`src/rtl/bank_map_pkg.sv`:
```
package bank_map_pkg;

  localparam int ADDR_W   = 16;
  localparam int CTRL_W   = 8;
  localparam int ROM_AW   = 15;
  localparam int SMALL_AW = 12;
  localparam int NWIN     = 4;

  // control byte fields
  localparam int CB_GLYW = 0;
  localparam int CB_FLAT = 1;
  localparam int CB_VCLK = 2;
  localparam int VS_BIT  = 4;
  localparam logic [CTRL_W-1:0] STATUS_MASK = 8'h2F;
  localparam logic [CTRL_W-1:0] CTRL_RST    = 8'h01;

  typedef enum logic [1:0] {TGT_RAM, TGT_ROM, TGT_VID, TGT_GLY} tgt_e;

  localparam logic [ADDR_W-1:0] WIN_LO [0:NWIN-1] = '{16'h0000, 16'h2000, 16'h3000, 16'h4000};
  localparam logic [ADDR_W-1:0] WIN_HI [0:NWIN-1] = '{16'h1FFF, 16'h2FFF, 16'h3FFF, 16'h4FFF};
  localparam logic [ADDR_W-1:0] ROM_BASE [0:NWIN-1] = '{16'h0000, 16'h4000, 16'h5000, 16'h0000};

  localparam tgt_e RD_TGT    [0:NWIN-1] = '{TGT_ROM, TGT_ROM, TGT_ROM, TGT_RAM};
  localparam tgt_e WR_TGT_G  [0:NWIN-1] = '{TGT_RAM, TGT_VID, TGT_GLY, TGT_GLY};
  localparam tgt_e WR_TGT_NG [0:NWIN-1] = '{TGT_RAM, TGT_VID, TGT_GLY, TGT_RAM};

  function automatic tgt_e pick_target(input logic flat, input logic glyw,
                                       input logic [NWIN-1:0] hit, input logic is_wr);
    tgt_e t;
    t = TGT_RAM;
    if (!flat) begin
      for (int i = 0; i < NWIN; i++) begin
        if (hit[i]) begin
          if (!is_wr)    t = RD_TGT[i];
          else if (glyw) t = WR_TGT_G[i];
          else           t = WR_TGT_NG[i];
        end
      end
    end
    return t;
  endfunction

  function automatic logic [ROM_AW-1:0] rom_offset(input logic [ADDR_W-1:0] a,
                                                   input logic [NWIN-1:0] hit);
    logic [ADDR_W-1:0] acc;
    acc = '0;
    for (int i = 0; i < NWIN; i++) begin
      if (hit[i]) acc = acc | (ROM_BASE[i] + (a & (WIN_HI[i] - WIN_LO[i])));
    end
    return acc[ROM_AW-1:0];
  endfunction

  function automatic logic [CTRL_W-1:0] status_byte(input logic [CTRL_W-1:0] c,
                                                    input logic vs);
    logic [CTRL_W-1:0] s;
    s = c & STATUS_MASK;
    s[VS_BIT] = vs;
    return s;
  endfunction

endpackage

```
`src/rtl/bank_ctrl_reg.sv`:
```
module bank_ctrl_reg
  import bank_map_pkg::*;
(
  input  logic              clk,
  input  logic              rst_n,
  input  logic              io_wr,
  input  logic              io_rd,
  input  logic [CTRL_W-1:0] io_wdata,
  input  logic              vsync,
  output logic [CTRL_W-1:0] io_rdata,
  output logic              mode_flat,
  output logic              mode_glyw,
  output logic              vclk_sel
);

  logic [CTRL_W-1:0] ctrl_q;

  always_ff @(posedge clk) begin
    if (!rst_n)     ctrl_q <= CTRL_RST;
    else if (io_wr) ctrl_q <= io_wdata;
  end

  assign mode_flat = ctrl_q[CB_FLAT];
  assign mode_glyw = ctrl_q[CB_GLYW];
  assign vclk_sel  = ctrl_q[CB_VCLK];

  always_comb begin
    io_rdata = '0;
    if (io_rd) io_rdata = status_byte(ctrl_q, vsync);
  end

  assert_ctrl_load_R11: assert property (@(posedge clk) disable iff (!rst_n)
    io_wr |=> ctrl_q == $past(io_wdata));

  assert_ctrl_hold_R11: assert property (@(posedge clk) disable iff (!rst_n)
    !io_wr |=> $stable(ctrl_q));

  assert_status_vs_R9: assert property (@(posedge clk) disable iff (!rst_n)
    io_rd |-> io_rdata[VS_BIT] == vsync && io_rdata[7:6] == 2'b00);

endmodule

```
`src/rtl/bank_win_decode.sv`:
```
module bank_win_decode
  import bank_map_pkg::*;
(
  input  logic [ADDR_W-1:0] addr,
  output logic [NWIN-1:0]   win_hit
);

  for (genvar g = 0; g < NWIN; g++) begin : g_win
    assign win_hit[g] = (addr >= WIN_LO[g]) && (addr <= WIN_HI[g]);
  end

endmodule

```
`src/rtl/bank_route.sv`:
```
module bank_route
  import bank_map_pkg::*;
(
  input  logic [ADDR_W-1:0]   addr,
  input  logic [NWIN-1:0]     win_hit,
  input  logic                active,
  input  logic                is_wr,
  input  logic                flat,
  input  logic                glyw,
  output logic [3:0]          cs_vec,
  output logic [ROM_AW-1:0]   rom_off,
  output logic [SMALL_AW-1:0] small_off
);

  tgt_e tgt;

  assign tgt       = pick_target(flat, glyw, win_hit, is_wr);
  assign rom_off   = rom_offset(addr, win_hit);
  assign small_off = addr[SMALL_AW-1:0];

  // cs_vec bit order follows tgt_e encoding: 0 RAM, 1 ROM, 2 video, 3 glyph
  always_comb begin
    cs_vec = '0;
    if (active) cs_vec[tgt] = 1'b1;
  end

endmodule

```
`src/rtl/bank_map_ctrl.sv`:
```
module bank_map_ctrl
  import bank_map_pkg::*;
(
  input  logic                clk,
  input  logic                rst_n,
  input  logic [ADDR_W-1:0]   cpu_addr,
  input  logic                mem_rd,
  input  logic                mem_wr,
  input  logic                io_wr,
  input  logic                io_rd,
  input  logic [CTRL_W-1:0]   io_wdata,
  input  logic                vsync,
  output logic [CTRL_W-1:0]   io_rdata,
  output logic                ram_cs,
  output logic [ADDR_W-1:0]   ram_addr,
  output logic                rom_cs,
  output logic [ROM_AW-1:0]   rom_addr,
  output logic                vid_cs,
  output logic [SMALL_AW-1:0] vid_addr,
  output logic                gly_cs,
  output logic [SMALL_AW-1:0] gly_addr,
  output logic                vclk_fast
);

  logic                mode_flat;
  logic                mode_glyw;
  logic [NWIN-1:0]     win_hit;
  logic                bus_active;
  logic [3:0]          cs_vec;
  logic [ROM_AW-1:0]   rom_off;
  logic [SMALL_AW-1:0] small_off;

  assign bus_active = mem_rd | mem_wr;

  bank_ctrl_reg i_ctrl (
    .clk       (clk),
    .rst_n     (rst_n),
    .io_wr     (io_wr),
    .io_rd     (io_rd),
    .io_wdata  (io_wdata),
    .vsync     (vsync),
    .io_rdata  (io_rdata),
    .mode_flat (mode_flat),
    .mode_glyw (mode_glyw),
    .vclk_sel  (vclk_fast)
  );

  bank_win_decode i_dec (
    .addr    (cpu_addr),
    .win_hit (win_hit)
  );

  bank_route i_route (
    .addr      (cpu_addr),
    .win_hit   (win_hit),
    .active    (bus_active),
    .is_wr     (mem_wr),
    .flat      (mode_flat),
    .glyw      (mode_glyw),
    .cs_vec    (cs_vec),
    .rom_off   (rom_off),
    .small_off (small_off)
  );

  assign ram_cs   = cs_vec[TGT_RAM];
  assign rom_cs   = cs_vec[TGT_ROM];
  assign vid_cs   = cs_vec[TGT_VID];
  assign gly_cs   = cs_vec[TGT_GLY];
  assign ram_addr = cpu_addr;
  assign rom_addr = rom_off;
  assign vid_addr = small_off;
  assign gly_addr = small_off;

  assert_strobe_excl_R7: assert property (@(posedge clk) disable iff (!rst_n)
    !(mem_rd && mem_wr));

  assert_one_cs_R7: assert property (@(posedge clk) disable iff (!rst_n)
    bus_active |-> $countones({ram_cs, rom_cs, vid_cs, gly_cs}) == 1);

  assert_idle_cs_R7: assert property (@(posedge clk) disable iff (!rst_n)
    !bus_active |-> !(ram_cs || rom_cs || vid_cs || gly_cs));

  assert_no_rom_write_R7: assert property (@(posedge clk) disable iff (!rst_n)
    mem_wr |-> !rom_cs);

  assert_upper_ram_R1: assert property (@(posedge clk) disable iff (!rst_n)
    (bus_active && cpu_addr >= 16'h5000) |-> ram_cs);

  assert_flat_ram_R2: assert property (@(posedge clk) disable iff (!rst_n)
    (bus_active && mode_flat) |-> ram_cs);

  assert_rom_window_R3: assert property (@(posedge clk) disable iff (!rst_n)
    (mem_rd && !mode_flat && cpu_addr < 16'h4000) |-> rom_cs);

  assert_glyph_write_R6: assert property (@(posedge clk) disable iff (!rst_n)
    (mem_wr && !mode_flat && cpu_addr[15:12] == 4'h4) |-> (gly_cs == mode_glyw));

endmodule

```
`config.mk`:
```
export PLATFORM = sky130hd
export DESIGN_NAME = bank_map_ctrl
export DESIGN_NICKNAME = d
export VERILOG_FILES = /design/src/rtl/bank_map_pkg.sv /design/src/rtl/bank_ctrl_reg.sv /design/src/rtl/bank_win_decode.sv /design/src/rtl/bank_route.sv /design/src/rtl/bank_map_ctrl.sv
export SDC_FILE = /design/constraint.sdc
export NUM_CORES = 1
export LEC_CHECK = 0
export BUFFER_PORTS_ARGS = -buffer_cell sky130_fd_sc_hd__buf_4
export CELL_PAD_IN_SITES_DETAIL_PLACEMENT = 1
export CELL_PAD_IN_SITES_GLOBAL_PLACEMENT = 2
export CORE_UTILIZATION = 13
export CTS_CLUSTER_SIZE = 12
export DETAILED_ROUTE_END_ITERATION = 10
export HOLD_SLACK_MARGIN = 0.15
export PLACE_DENSITY = 0.78
export SYNTH_ARGS = -nofsm -noshare
export SYNTH_HDL_FRONTEND = slang
export SYNTH_SLANG_ARGS = --single-unit
```
`constraint.sdc`:
```
create_clock -name clk -period 1.1 [get_ports clk]
set_clock_uncertainty 0.2 [all_clocks]
set_input_delay 0.055 -clock clk [delete_from_list [all_inputs] [get_ports clk]]
set_output_delay 0.055 -clock clk [all_outputs]
set_load 0.02 [all_outputs]
```
==> After elaboration in Yosys (flattened, before gate mapping) <==
Cells that the tools add are included.
{ "word_totals": {"register_bits": 6, "inputBits": 31, "word_cells": 40} }
{ "classes": {"addsub": 2, "n_lt_le_gt_ge": 10, "mux": 18, "bitwise_logic": 4, "reduce_logical": 5} }
{ "ops": {"columns": ["cell", "n"], "rows": [
  ["$mux 15", 3],
  ["$ge 16x14->1 const B", 2],
  ["$le 16x14->1 const B", 2],
  ["$add 15x12->15 const A", 2],
  ["$ge 16x1->1 const B", 1],
  ["$ge 16x15->1 const B", 1],
  ["$le 16x13->1 const B", 1],
  ["$le 16x15->1 const B", 1],
  ["$mux 2", 8],
  ["$or 13x15->15", 1],
  ["$or 15x12->15", 1],
  ["$or 15x15->15", 1],
  ["$mux 13", 1],
  ["$mux 6", 1],
  ["$logic_and 1x1->1", 5],
  ["$mux 4", 1],
  ["$lt 2x3->1 const B", 1],
  ["$mux 1", 3],
  ["$demux 1 s2", 1],
  ["$ge 2x1->1 const B", 1],
  ["$or 1x1->1", 1]
]} }

==> Depth between registers and ports, before layout <==
Gate-level depths: netlist of run 1.
{ "logic_depth": {"depth_word": 12, "ltp_mapped": 4, "mapped_depth_nobuf": 3} }

==> Modules after synthesis <==
From an unflattened synthesis of run 1, not the netlist that was laid out.
{ "hier_totals": {"cells_unflattened": 100, "hier_area_um2": 799.5} }
{ "by_module_without_submodules": {"columns": ["module", "instances", "cells_per_inst", "area_per_inst_um2", "seq_area_each_um2"], "rows": [
  ["bank_route", 1, 42, 301.5, 0.0],
  ["bank_ctrl_reg", 1, 25, 246.5, 100.1],
  ["bank_map_ctrl", 1, 29, 216.5, 0.0],
  ["bank_win_decode", 1, 4, 35.0, 0.0]
]} }

==> Worst setup path after synthesis of run 1 <==
Ideal clock, no wire load.
{ "synth_path": {"kind": "flip-flop to output port", "start": "register i_ctrl.ctrl_q[0]", "end": "output port ram_cs", "t_arrival_ns": 1.157, "t_required_ns": 0.845, "path_slack_ns": -0.312, "path_stages_with_launch": 3, "n_path_buf": 0, "path_cell_list": "dfxtp_1 and4bb_2 a311oi_1"} }
{ "synth_via": {"elab_chain_cells": 9, "word_cells_on_any_way": 10, "cone_classes": "order compare: 2; mux: 7; reduce/logical: 1"} }
{ "synth_rtl": {"columns": ["element", "line", "text"], "rows": [
  ["from (decl)", "bank_ctrl_reg.sv:16", "logic [CTRL_W-1:0] ctrl_q;"],
  ["from (signal assigned)", "bank_ctrl_reg.sv:20", "else if (io_wr) ctrl_q <= io_wdata;"],
  ["$mux 2 *", "bank_map_pkg.sv:35", "else if (glyw) t = WR_TGT_G[i];"],
  ["$mux 2 *", "bank_map_pkg.sv:34", "if (!is_wr) t = RD_TGT[i];"],
  ["$mux 2 *", "bank_map_pkg.sv:33", "if (hit[i]) begin"],
  ["$mux 2 *", "bank_map_pkg.sv:31", "if (!flat) begin"],
  ["$lt 2x3->1 (not written as such) / $ge 2x1->1 (equally long branches)", "bank_route.sv:24", "if (active) cs_vec[tgt] = 1'b1;"],
  ["$logic_and 1x1->1 (not written as such)", "bank_route.sv:24", null],
  ["$mux 1 (not written as such)", "bank_route.sv:24", null],
  ["$demux 1 s2 *", null, null],
  ["$mux 4 *", "bank_route.sv:24", null],
  ["to (decl)", "bank_map_ctrl.sv:14", "output logic ram_cs,"]
]} }
Every way passes the cells marked *; elsewhere a longest branch is shown, timed or not.

==> Worst setup path in the final report of run 1 <==
{ "layout_path": {"start": "register i_ctrl.ctrl_q[0]", "end": "output port gly_cs"} }
{ "layout_via": {"elab_chain_cells": 9, "word_cells_on_any_way": 10, "cone_classes": "order compare: 2; mux: 7; reduce/logical: 1"} }
{ "layout_rtl": {"columns": ["element", "line", "text"], "rows": [
  ["$mux 2 *", "bank_map_pkg.sv:35", null],
  ["$mux 2 *", "bank_map_pkg.sv:34", null],
  ["$mux 2 *", "bank_map_pkg.sv:33", null],
  ["$mux 2 *", "bank_map_pkg.sv:31", null],
  ["$lt 2x3->1 (not written as such) / $ge 2x1->1 (equally long branches)", "bank_route.sv:24", null],
  ["$logic_and 1x1->1 (not written as such)", "bank_route.sv:24", null],
  ["$mux 1 (not written as such)", "bank_route.sv:24", null],
  ["$demux 1 s2 *", null, null],
  ["$mux 4 *", "bank_route.sv:24", null],
  ["to (decl)", "bank_map_ctrl.sv:20", "output logic gly_cs,"]
]} }
Marks and branches as above.

==> results of run 1 <==
[cells in the final DEF (no fill, tap or decap), drive strengths merged]
master,instances
buf,105
and2,18
dlygate4sd3,6
nor2b,5
mux2i,5
dfxtp,5
nor2,5
clkbuf,4
conb,3
inv,2
nand2,2
a311oi,2
o21a,1
and4bb,1
o211ai,1
nor3b,1
and3,1
a2111oi,1
o2111a,1
nor3,1
dlymetal6s4s,1
[routing by layer]
layer | vias up | wire, microns | GRT usage [%]
met3 | 4 | 198 | 1.40
li1 | 416 | - | -
met4 | 0 | 41 | 2.78
met5 | - | 0 | 0
met2 | 44 | 1500 | 16.5
met1 | 394 | 997 | 9.19
[cell families after synthesis]
logic type | after synthesis | synth area share (%)
AND/OR/NAND/NOR | 34 | 26.7
other | 1 | 0.497
AO/OA/AOI/OAI | 6 | 7.79
flip-flops | 5 | 13.3
multiplexers | 5 | 6.63
buffers and inverters | 47 | 45.1
[how the worst max path moves through the flow]
stage,from,endpoint,slack [ps],depth (start not counted)
floorplan,i_ctrl.ctrl_q[0],ram_cs,-60,2
global placement,cpu_addr[13],gly_cs,-170,5
detailed placement,i_ctrl.ctrl_q[1],ram_cs,-170,3
CTS,i_ctrl.ctrl_q[0],gly_cs,-320,3
global route,i_ctrl.ctrl_q[0],vid_cs,-360,4
finish,i_ctrl.ctrl_q[0],gly_cs,-320,3
[power breakdown]
part / internal [mW] / switching (mW) / leakage [nW]
sequential: 0.193 / 0.00839 / 0.0417
combinational: 0.328 / 0.326 / 0.724
clock: 0.249 / 0.0885 / 0.0228
[through the flow]
step | setup WS (ps) | TNS [ps] | cell area (sq um) | cells | utilization, %
after floorplan | -59.5 | -113 | 793 | 100 | -
after global placement | -169 | -1610 | 1320 | 230 | 23.9
after detailed placement | -172 | -1650 | 1320 | 230 | 23.9
after CTS | -322 | -2390 | 1520 | 242 | 27.3
after global routing | -361 | -3070 | 1550 | 243 | 27.9
final | -315 | -1980 | 1550 | 243 | 27.9
[area by class of cell]
type	instances	area [sq um]	share of cell area [%]
Tap cell	72	90.1	5.83
Clock buffer	4	45.0	2.91
Sequential cell	5	105	6.80
Inverter	2	7.51	0.485
Multi-Input combinational cell	48	389	25.2
Timing Repair Buffer	112	910	58.8
[worst max-delay path, delay by kind of cell (launching register included)]
kind	cells	cell delay [ps]
flip-flops	1	310
buffers and inverters	1	130
AND/OR/NAND/NOR	1	250
AO/OA/AOI/OAI	1	260
[what timing repair did]
| action | CTS | global route |
|---|---|---|
| pin swaps | 6 | 4 |
| hold endpoints to repair | 42 | 27 |
| gates cloned | 1 | 0 |
| gates resized for setup | 19 | 7 |
| endpoints found under the setup margin | 18 | 19 |
| setup buffers | 0 | 1 |
[synthesized netlist by cell type, types with 2 or more instances]
| cell | instances |
|---|---|
| sky130_fd_sc_hd__inv_1 | 2 |
| sky130_fd_sc_hd__mux2i_1 | 5 |
| sky130_fd_sc_hd__nand2_1 | 2 |
| sky130_fd_sc_hd__nor2b_1 | 5 |
| sky130_fd_sc_hd__dfxtp_1 | 5 |
| sky130_fd_sc_hd__nor2_1 | 5 |
| sky130_fd_sc_hd__and2_1 | 18 |
| sky130_fd_sc_hd__buf_4 | 43 |
==> impl_metrics.yaml, run 1 <==
run_status:
  result_of_the_run: "complete, but fails checks"
  failed_checks: "negative hold slack, negative setup slack"
power:
  power.leakage_nw: 0.788
  vdd.ir_drop.worst_uv: 488
  powerDensity_nw_per_um2: 771
  post-layout-total-power_mw: 1.19
critical_path:
  crit_slowest_cell: "sky130_fd_sc_hd__dfxtp_2"
  critPathLaunchType: "register"
  crit_path_cell_trace: "and4bb_2 > o2111a_2 > buf_6"
  startpoint_of_the_worst_slack_reg_to_reg_timing_path: "i_ctrl.ctrl_q[0]"
  cp_data_arrival_time_ps: 1160
  r2r_slack_ps: 60
  ff2ff_path_depth: 4
  cp_max_fo: 3
  path_class: "register to output port"
  cp.required_ps: 840
  worst_flop_to_flop_path_endpoint: "i_ctrl.ctrl_q[0]"
  critical_path.endpoint_type: "output port"
  critPathMaxStageDelay_ps: 310
sta:
  holdWs_ps: -47.2
  grt_setup_unrepaired: "true"
  final_max_slew_viol_count: 0
  final_min_period_over_clock_period_pct: 129
  finalCriticalPeriod_ps: 1420
  max_freq_ghz: 0.707
  final_hold_viol_count: 4
  timing.final.ws_setup_ps: -315
  setup_violations: 18
finish:
  max_ffs_per_register: 5
  regMostFlops: "i_ctrl.ctrl_q"
  synth_to_final_area_change_pct: 105
  layout.nets: 203
  drive_above_1_share_pct: 71.3
  top_regs: "i_ctrl.ctrl_q x5"
  num_antenna_cells: 0
  fillerInstances: 672
synth:
  synth-async-reset-ratio_pct: 0
  mappedNetlistArea_sq_um: 754
  synth.ff_latch_count: 5
  synth.avg_cell_area_sq_um: 7.70
  syn_inst: 98
  synth_enable_flop_cells: 0
  synth_cell_type_count: 21
  postSynth.topFlopCell: "sky130_fd_sc_hd__dfxtp_1"
  synthDominantCellAreaShare_pct: 42.8
  yosysWarningCount: 0
  yosysSeqAreaShare_pct: 13.3
  synth.top_cells.by_area: "sky130_fd_sc_hd__buf_4 (43%), sky130_fd_sc_hd__and2_1 (15%), sky130_fd_sc_hd__dfxtp_1 (13%), sky130_fd_sc_hd__mux2i_1 (6.6%), sky130_fd_sc_hd__nor2b_1 (4.1%)"
  synth_top_cell_by_area: "sky130_fd_sc_hd__buf_4"
clocking:
  h-tree-depth: 1
  cts_tree: "done"
  tritoncts_num_sinks: 5
  cts_hold_buf: 7
  cts_root_buf: "sky130_fd_sc_hd__clkbuf_8"
  numCtsBuffers: 3
  clock_transition_at_the_registers_of_the_reported_paths_ps: 40
  worst_skew_pair.late_latency_ps: 220
  ctsLongestPathBuffers: 2
routing:
  route.detailed.vias_per_inst: 3.53
  final_antenna_net_count: 0
  detail_route.drc_violations: 0
  postRouteWirelength_microns: 2740
  wl_per_cell_microns: 11.3
  drt-pass1-iter-count: 4
  detail_route.iter0.violations: 4
  detailroute.via_count: 858
place:
  routabilityCongestion: 0.671
  dp_wirelength_microns: 2100
  buffer_ports.inserted: 92
floorplanning:
  fp.dieArea_sq_um: 6110
  fp-row-count: 27
  die-width_microns: 78.2
  placeableCoreArea_sq_um: 5540
  initial_core_utilization_pct: 13.6
  die_h_microns: 78.2
  boundaryPins: 99
worst_hold_path:
  worstHoldEndpoint: "i_ctrl.ctrl_q[0]"
  hold_path_startpoint: "io_wr"
  holdPathStages: 3
  min_path_type: "input port to register"
global_route:
  first_pass_grt_wire_length_microns: 4170
  first_global_vias: 838
  antenna_found_initial: 0
  globalRouteTotalUtil_pct: 8.49
  grt_max_degree: 7
  grt_overflow: 0
job:
  number_of_maximum_capacitance_violations: 0
No activity file was read; power rests on OpenSTA's default activity.
==> run 2: changes to the inputs <==
Settings changed: CORE_UTILIZATION 13 to 12, PLACE_DENSITY 0.78 to 0.76.
Clock period 1.1 ns to 1.3 ns, I/O delays scaled along.
==> run 2 against run 1 <==
Effect of this change:
- the flow finishes with violations (negative setup slack)
- combinational power fell by 18%
- utilization fell by 2.8 points
- global-route usage fell by 1.6 points
- non-clock buffer count fell by 5
- setup slack improved by 180 ps
- worst hold slack improved by 200 ps
- largest power group unchanged
- highest routed layer is now met3
==> impl_metrics.yaml, run 2 (synthesis gave the netlist of run 1 again) <==
floorplanning:
  die-width_microns: 81.3
  fp-row-count: 28
  initial_core_utilization_pct: 12.6
  boundaryPins: 99
  die_h_microns: 81.3
  placeableCoreArea_sq_um: 5990
  fp.dieArea_sq_um: 6610
global_route:
  first_global_vias: 704
  antenna_found_initial: 0
  grt_max_degree: 13
  globalRouteTotalUtil_pct: 6.86
  grt_overflow: 0
  first_pass_grt_wire_length_microns: 3520
finish:
  num_antenna_cells: 0
  top_regs: "i_ctrl.ctrl_q x5"
  fin_cells: 241
  regMostFlops: "i_ctrl.ctrl_q"
  layout.nets: 198
  layout.cells.most_common: "sky130_fd_sc_hd__buf_4"
  layout_common_cells: "sky130_fd_sc_hd__buf_4 (87), sky130_fd_sc_hd__and2_1 (12), sky130_fd_sc_hd__buf_6 (12)"
  max_ffs_per_register: 5
  final_core_util_pct: 25.1
  drive_above_1_share_pct: 71.7
  stdcell_area_sq_um: 1500
  synth_to_final_area_change_pct: 99.3
clocking:
  worst_skew_pair.late_latency_ps: 220
  ctsLongestPathBuffers: 2
  h-tree-depth: 1
  numCtsBuffers: 3
  cts_root_buf: "sky130_fd_sc_hd__clkbuf_8"
  clock_transition_at_the_registers_of_the_reported_paths_ps: 30
  tritoncts_num_sinks: 5
  cts_tree: "done"
run_status:
  result_of_the_run: "complete, but fails checks"
  failed_checks: "negative setup slack"
sta:
  final_max_slew_viol_count: 0
  final_min_period_over_clock_period_pct: 110
  grt_setup_unrepaired: "true"
  final_hold_viol_count: 0
  setup_violations: 3
  finalCriticalPeriod_ps: 1440
  max_freq_ghz: 0.697
  timing.final.ws_setup_ps: -136
place:
  buffer_ports.inserted: 92
  dp_wirelength_microns: 1990
  routabilityCongestion: 0.669
  numPlacedInstances: 228
  dpl_cell_area_sq_um: 1260
worst_hold_path:
  min_path_type: "input port to output port"
routing:
  detail_route.iter0.violations: 1
  drt-pass1-iter-count: 2
  route.detailed.vias_per_inst: 3.41
  detail_route.drc_violations: 0
  wl_per_cell_microns: 10.9
  final_antenna_net_count: 0
  detailroute.via_count: 821
  postRouteWirelength_microns: 2630
critical_path:
  critPathMaxStageDelay_ps: 310
  crit_slowest_cell: "sky130_fd_sc_hd__dfxtp_2"
  startpoint_of_the_worst_slack_reg_to_reg_timing_path: "i_ctrl.ctrl_q[1]"
  critPathLaunchType: "register"
  r2r_slack_ps: 310
  worst_setup_path_startpoint: "i_ctrl.ctrl_q[0]"
  cp_num_buf_inv: 1
  worst_flop_to_flop_path_endpoint: "i_ctrl.ctrl_q[1]"
  critical_path_stages: 4
  top_cell_family_by_delay_on_the_critical_path: "flip-flops"
  critPathCapture: "vid_cs"
  cp_max_fo: 3
  crit_path_cell_trace: "and4bb_2 > o211ai_1 > nor2_1 > buf_4"
  cp_data_arrival_time_ps: 1170
  path_class: "register to output port"
  critical_path.endpoint_type: "output port"
  ff2ff_path_depth: 3
  cp.required_ps: 1030
power:
  powerDensity_nw_per_um2: 659
  vdd.ir_drop.worst_uv: 354
  power.leakage_nw: 0.762
job:
  number_of_maximum_capacitance_violations: 0
-- run 2: worst min-delay path by stage --
stage | from | end | cells after the start
floorplan | rst_n | i_ctrl.ctrl_q[0] | 1
global placement | rst_n | i_ctrl.ctrl_q[0] | 2
detailed placement | rst_n | i_ctrl.ctrl_q[0] | 2
CTS | cpu_addr[8] | ram_addr[8] | 2
global route | cpu_addr[11] | ram_addr[11] | 2
finish | cpu_addr[8] | ram_addr[8] | 2
-- run 2: worst reg2reg max path, stage by stage (launching register included) --
cell	delay [ps]
sky130_fd_sc_hd__dfxtp_4	350
sky130_fd_sc_hd__buf_4	130
sky130_fd_sc_hd__mux2i_1	130
sky130_fd_sc_hd__nor2b_1	60
-- run 2: final cells by class --
type,count,area (sq um)
Clock buffer,4,45.0
Fill cell,714,4490
Inverter,2,7.51
Multi-Input combinational cell,48,389
Sequential cell,5,105
Tap cell,75,93.8
Timing Repair Buffer,107,863
-- run 2: layer usage --
layer  vias to the layer above  routed length, microns  global-route usage (%)  part of all wire (%)
li1                        407                       -                       -                     -
met1                       370                     944                    7.52                    36
met2                        44                    1500                    13.2                    57
met3                         0                     192                    1.12                   7.3
met4                         0                       0                    2.14                     0
met5                         -                       0                       0                     0
-- run 2: through the flow --
| step | setup slack [ps] | setup TNS [ps] | power (mW) | hold WS [ps] |
|---|---|---|---|---|
| floorplan | 81.3 | 0 | 0.478 | -73.1 |
| global placement | -60.6 | -60.6 | 0.649 | 66.0 |
| detailed placement | -41.1 | -46.9 | 0.652 | 71.1 |
| CTS | -155 | -437 | 0.975 | 155 |
| global route | -187 | -565 | 1.05 | 166 |
| finish | -136 | -393 | 0.991 | 153 |
-- run 2: power by group --
group	switching (mW)	internal, mW
logic	0.270	0.267
clock network	0.0724	0.210
registers	0.00774	0.163
total	0.350	0.641
-- run 2: timing repair --
item / 4_1_cts / 5_1_grt
pin swaps: 6 / 7
hold buffers: 7 / 0
hold endpoints to repair: 5 / 0
resized for setup: 9 / 22
gates cloned: 0 / 1
endpoints found under the setup margin: 4 / 9
setup buffers: 1 / 1
==> run 3: changes to the inputs <==
==> constraint.sdc (replaced) <==
create_clock -name clk -period 1.3 [get_ports clk]
set_clock_uncertainty 0.2 [all_clocks]
set_input_delay 0.26 -clock clk [delete_from_list [all_inputs] [get_ports clk]]
set_output_delay 0.26 -clock clk [all_outputs]
set_load 0.02 [all_outputs]
==> run 3 against run 2 <==
Effect of this change:
- the flow still finishes with violations (negative setup slack)
- non-clock buffer count rose by 7
- critical path depth rose by 1
- sequential share of layout area fell by 0.58 points
- largest power group unchanged
==> impl_metrics.yaml, run 3 (synthesis gave the netlist of run 1 again) <==
finish:
  top_regs: "i_ctrl.ctrl_q x5"
  fin_cells: 248
  final_core_util_pct: 27.7
  layout_common_cells: "sky130_fd_sc_hd__buf_4 (83), sky130_fd_sc_hd__buf_6 (23), sky130_fd_sc_hd__and2_4 (15)"
  synth_to_final_area_change_pct: 120
  stdcell_area_sq_um: 1660
  num_antenna_cells: 0
  layout.cells.most_common: "sky130_fd_sc_hd__buf_4"
  max_ffs_per_register: 5
  regMostFlops: "i_ctrl.ctrl_q"
  drive_above_1_share_pct: 82.1
  layout.nets: 205
routing:
  detailroute.via_count: 887
  detail_route.drc_violations: 0
  detail_route.iter0.violations: 10
  wl_per_cell_microns: 11.2
  postRouteWirelength_microns: 2770
  route.detailed.vias_per_inst: 3.58
  final_antenna_net_count: 0
  drt-pass1-iter-count: 2
critical_path:
  ff2ff_path_depth: 4
  r2r_slack_ps: 250
  worst_flop_to_flop_path_endpoint: "i_ctrl.ctrl_q[0]"
  path_class: "input port to output port"
  crit_path_cell_trace: "buf_8 > o21a_4 > a311oi_2 > o2111a_2 > buf_6"
  crit_slowest_cell: "sky130_fd_sc_hd__o2111a_2"
  critPathLaunchType: "input port"
  startpoint_of_the_worst_slack_reg_to_reg_timing_path: "i_ctrl.ctrl_q[0]"
  cp_data_arrival_time_ps: 1170
  cp.required_ps: 840
  cp_max_fo: 6
  critPathMaxStageDelay_ps: 240
  critical_path.endpoint_type: "output port"
sta:
  final_max_slew_viol_count: 0
  timing.final.ws_setup_ps: -325
  finalCriticalPeriod_ps: 1630
  grt_setup_unrepaired: "true"
  setup_violations: 20
  final_hold_viol_count: 0
  final_min_period_over_clock_period_pct: 125
  max_freq_ghz: 0.615
clocking:
  worst_skew_pair.late_latency_ps: 220
  numCtsBuffers: 3
  ctsLongestPathBuffers: 2
  h-tree-depth: 1
  cts_tree: "done"
  clock_transition_at_the_registers_of_the_reported_paths_ps: 30
  cts_root_buf: "sky130_fd_sc_hd__clkbuf_8"
  tritoncts_num_sinks: 5
run_status:
  result_of_the_run: "complete, but fails checks"
  failed_checks: "negative setup slack"
global_route:
  grt_max_degree: 9
  globalRouteTotalUtil_pct: 7.61
  grt_overflow: 0
  antenna_found_initial: 0
  first_pass_grt_wire_length_microns: 3910
  first_global_vias: 849
floorplanning:
  initial_core_utilization_pct: 12.6
  die_h_microns: 81.3
  fp.dieArea_sq_um: 6610
  fp-row-count: 28
  placeableCoreArea_sq_um: 5990
  boundaryPins: 99
  die-width_microns: 81.3
worst_hold_path:
  holdPathStages: 3
  worstHoldEndpoint: "i_ctrl.ctrl_q[0]"
  min_path_type: "input port to register"
  hold_path_startpoint: "io_wr"
place:
  buffer_ports.inserted: 92
  place_ws_ps: -362
  numPlacedInstances: 233
  routabilityCongestion: 0.700
  dp_wirelength_microns: 2050
  dpl_cell_area_sq_um: 1330
power:
  power.leakage_nw: 0.827
  powerDensity_nw_per_um2: 630
  vdd.ir_drop.worst_uv: 566
job:
  number_of_maximum_capacitance_violations: 0
run 3: changes by cell type in the layout (fill, tap and decap cells not counted), moves of 4 or more:
cell                     before  now
sky130_fd_sc_hd__and2_4       6   15
sky130_fd_sc_hd__and2_1      12    3
sky130_fd_sc_hd__buf_6       12   23
sky130_fd_sc_hd__buf_4       87   83
run 3: worst max-delay path by stage:
stage / end / start / slack (ps) / cells after the start
floorplan: vid_cs / cpu_addr[12] / -120 / 3
global placement: gly_cs / cpu_addr[13] / -340 / 5
detailed placement: ram_cs / mem_wr / -360 / 4
CTS: ram_cs / i_ctrl.ctrl_q[0] / -330 / 3
global route: ram_cs / i_ctrl.ctrl_q[0] / -380 / 3
finish: gly_cs / cpu_addr[13] / -330 / 5
run 3: worst max-delay path, delay by kind of cell:
kind	cells	cell delay (ps)
AO/OA/AOI/OAI	3	680
buffers and inverters	2	220
run 3: power breakdown:
part / switching, mW / internal (mW) / total (mW)
clock network: 0.0702 / 0.210 / 0.280
logic: 0.283 / 0.310 / 0.594
registers: 0.00795 / 0.164 / 0.172
run 3: final cells by class:
type,count,area (sq um)
fillers,717,4330
repair buffers,114,977
multi-input cells,48,430
flip-flops and latches,5,106
well taps,75,93.8
clock buffers,4,45.0
inverters,2,7.51
run 3: metrics by stage:
| step | hold slack, ps | power (mW) | setup TNS (ps) |
|---|---|---|---|
| 2_1_floorplan | 122 | 0.493 | -1170 |
| 3_3_place_gp | 262 | 0.674 | -4750 |
| 3_5_place_dp | 274 | 0.680 | -5000 |
| 4_1_cts | 152 | 1.04 | -4370 |
| 5_1_grt | 173 | 1.11 | -5410 |
| 6_report | 153 | 1.05 | -4380 |
run 3: routing by layer:
metal / vias up / global-route usage, % / part of all wire [%]
met4: 0 / 1.61 / 0.43
li1: 420 / - / -
met5: - / 0 / 0
met2: 54 / 14.9 / 56
met1: 411 / 7.99 / 34
met3: 2 / 1.91 / 9.5
run 3: timing repair:
action                                  4_1_cts  5_1_grt
endpoints found under the hold margin         5        0
buffers inserted                              2        3
pin swaps                                     8        1
gates resized for setup                      42       10
hold buffers                                  6        0
cloned                                        1        0
endpoints found under the setup margin       20       22
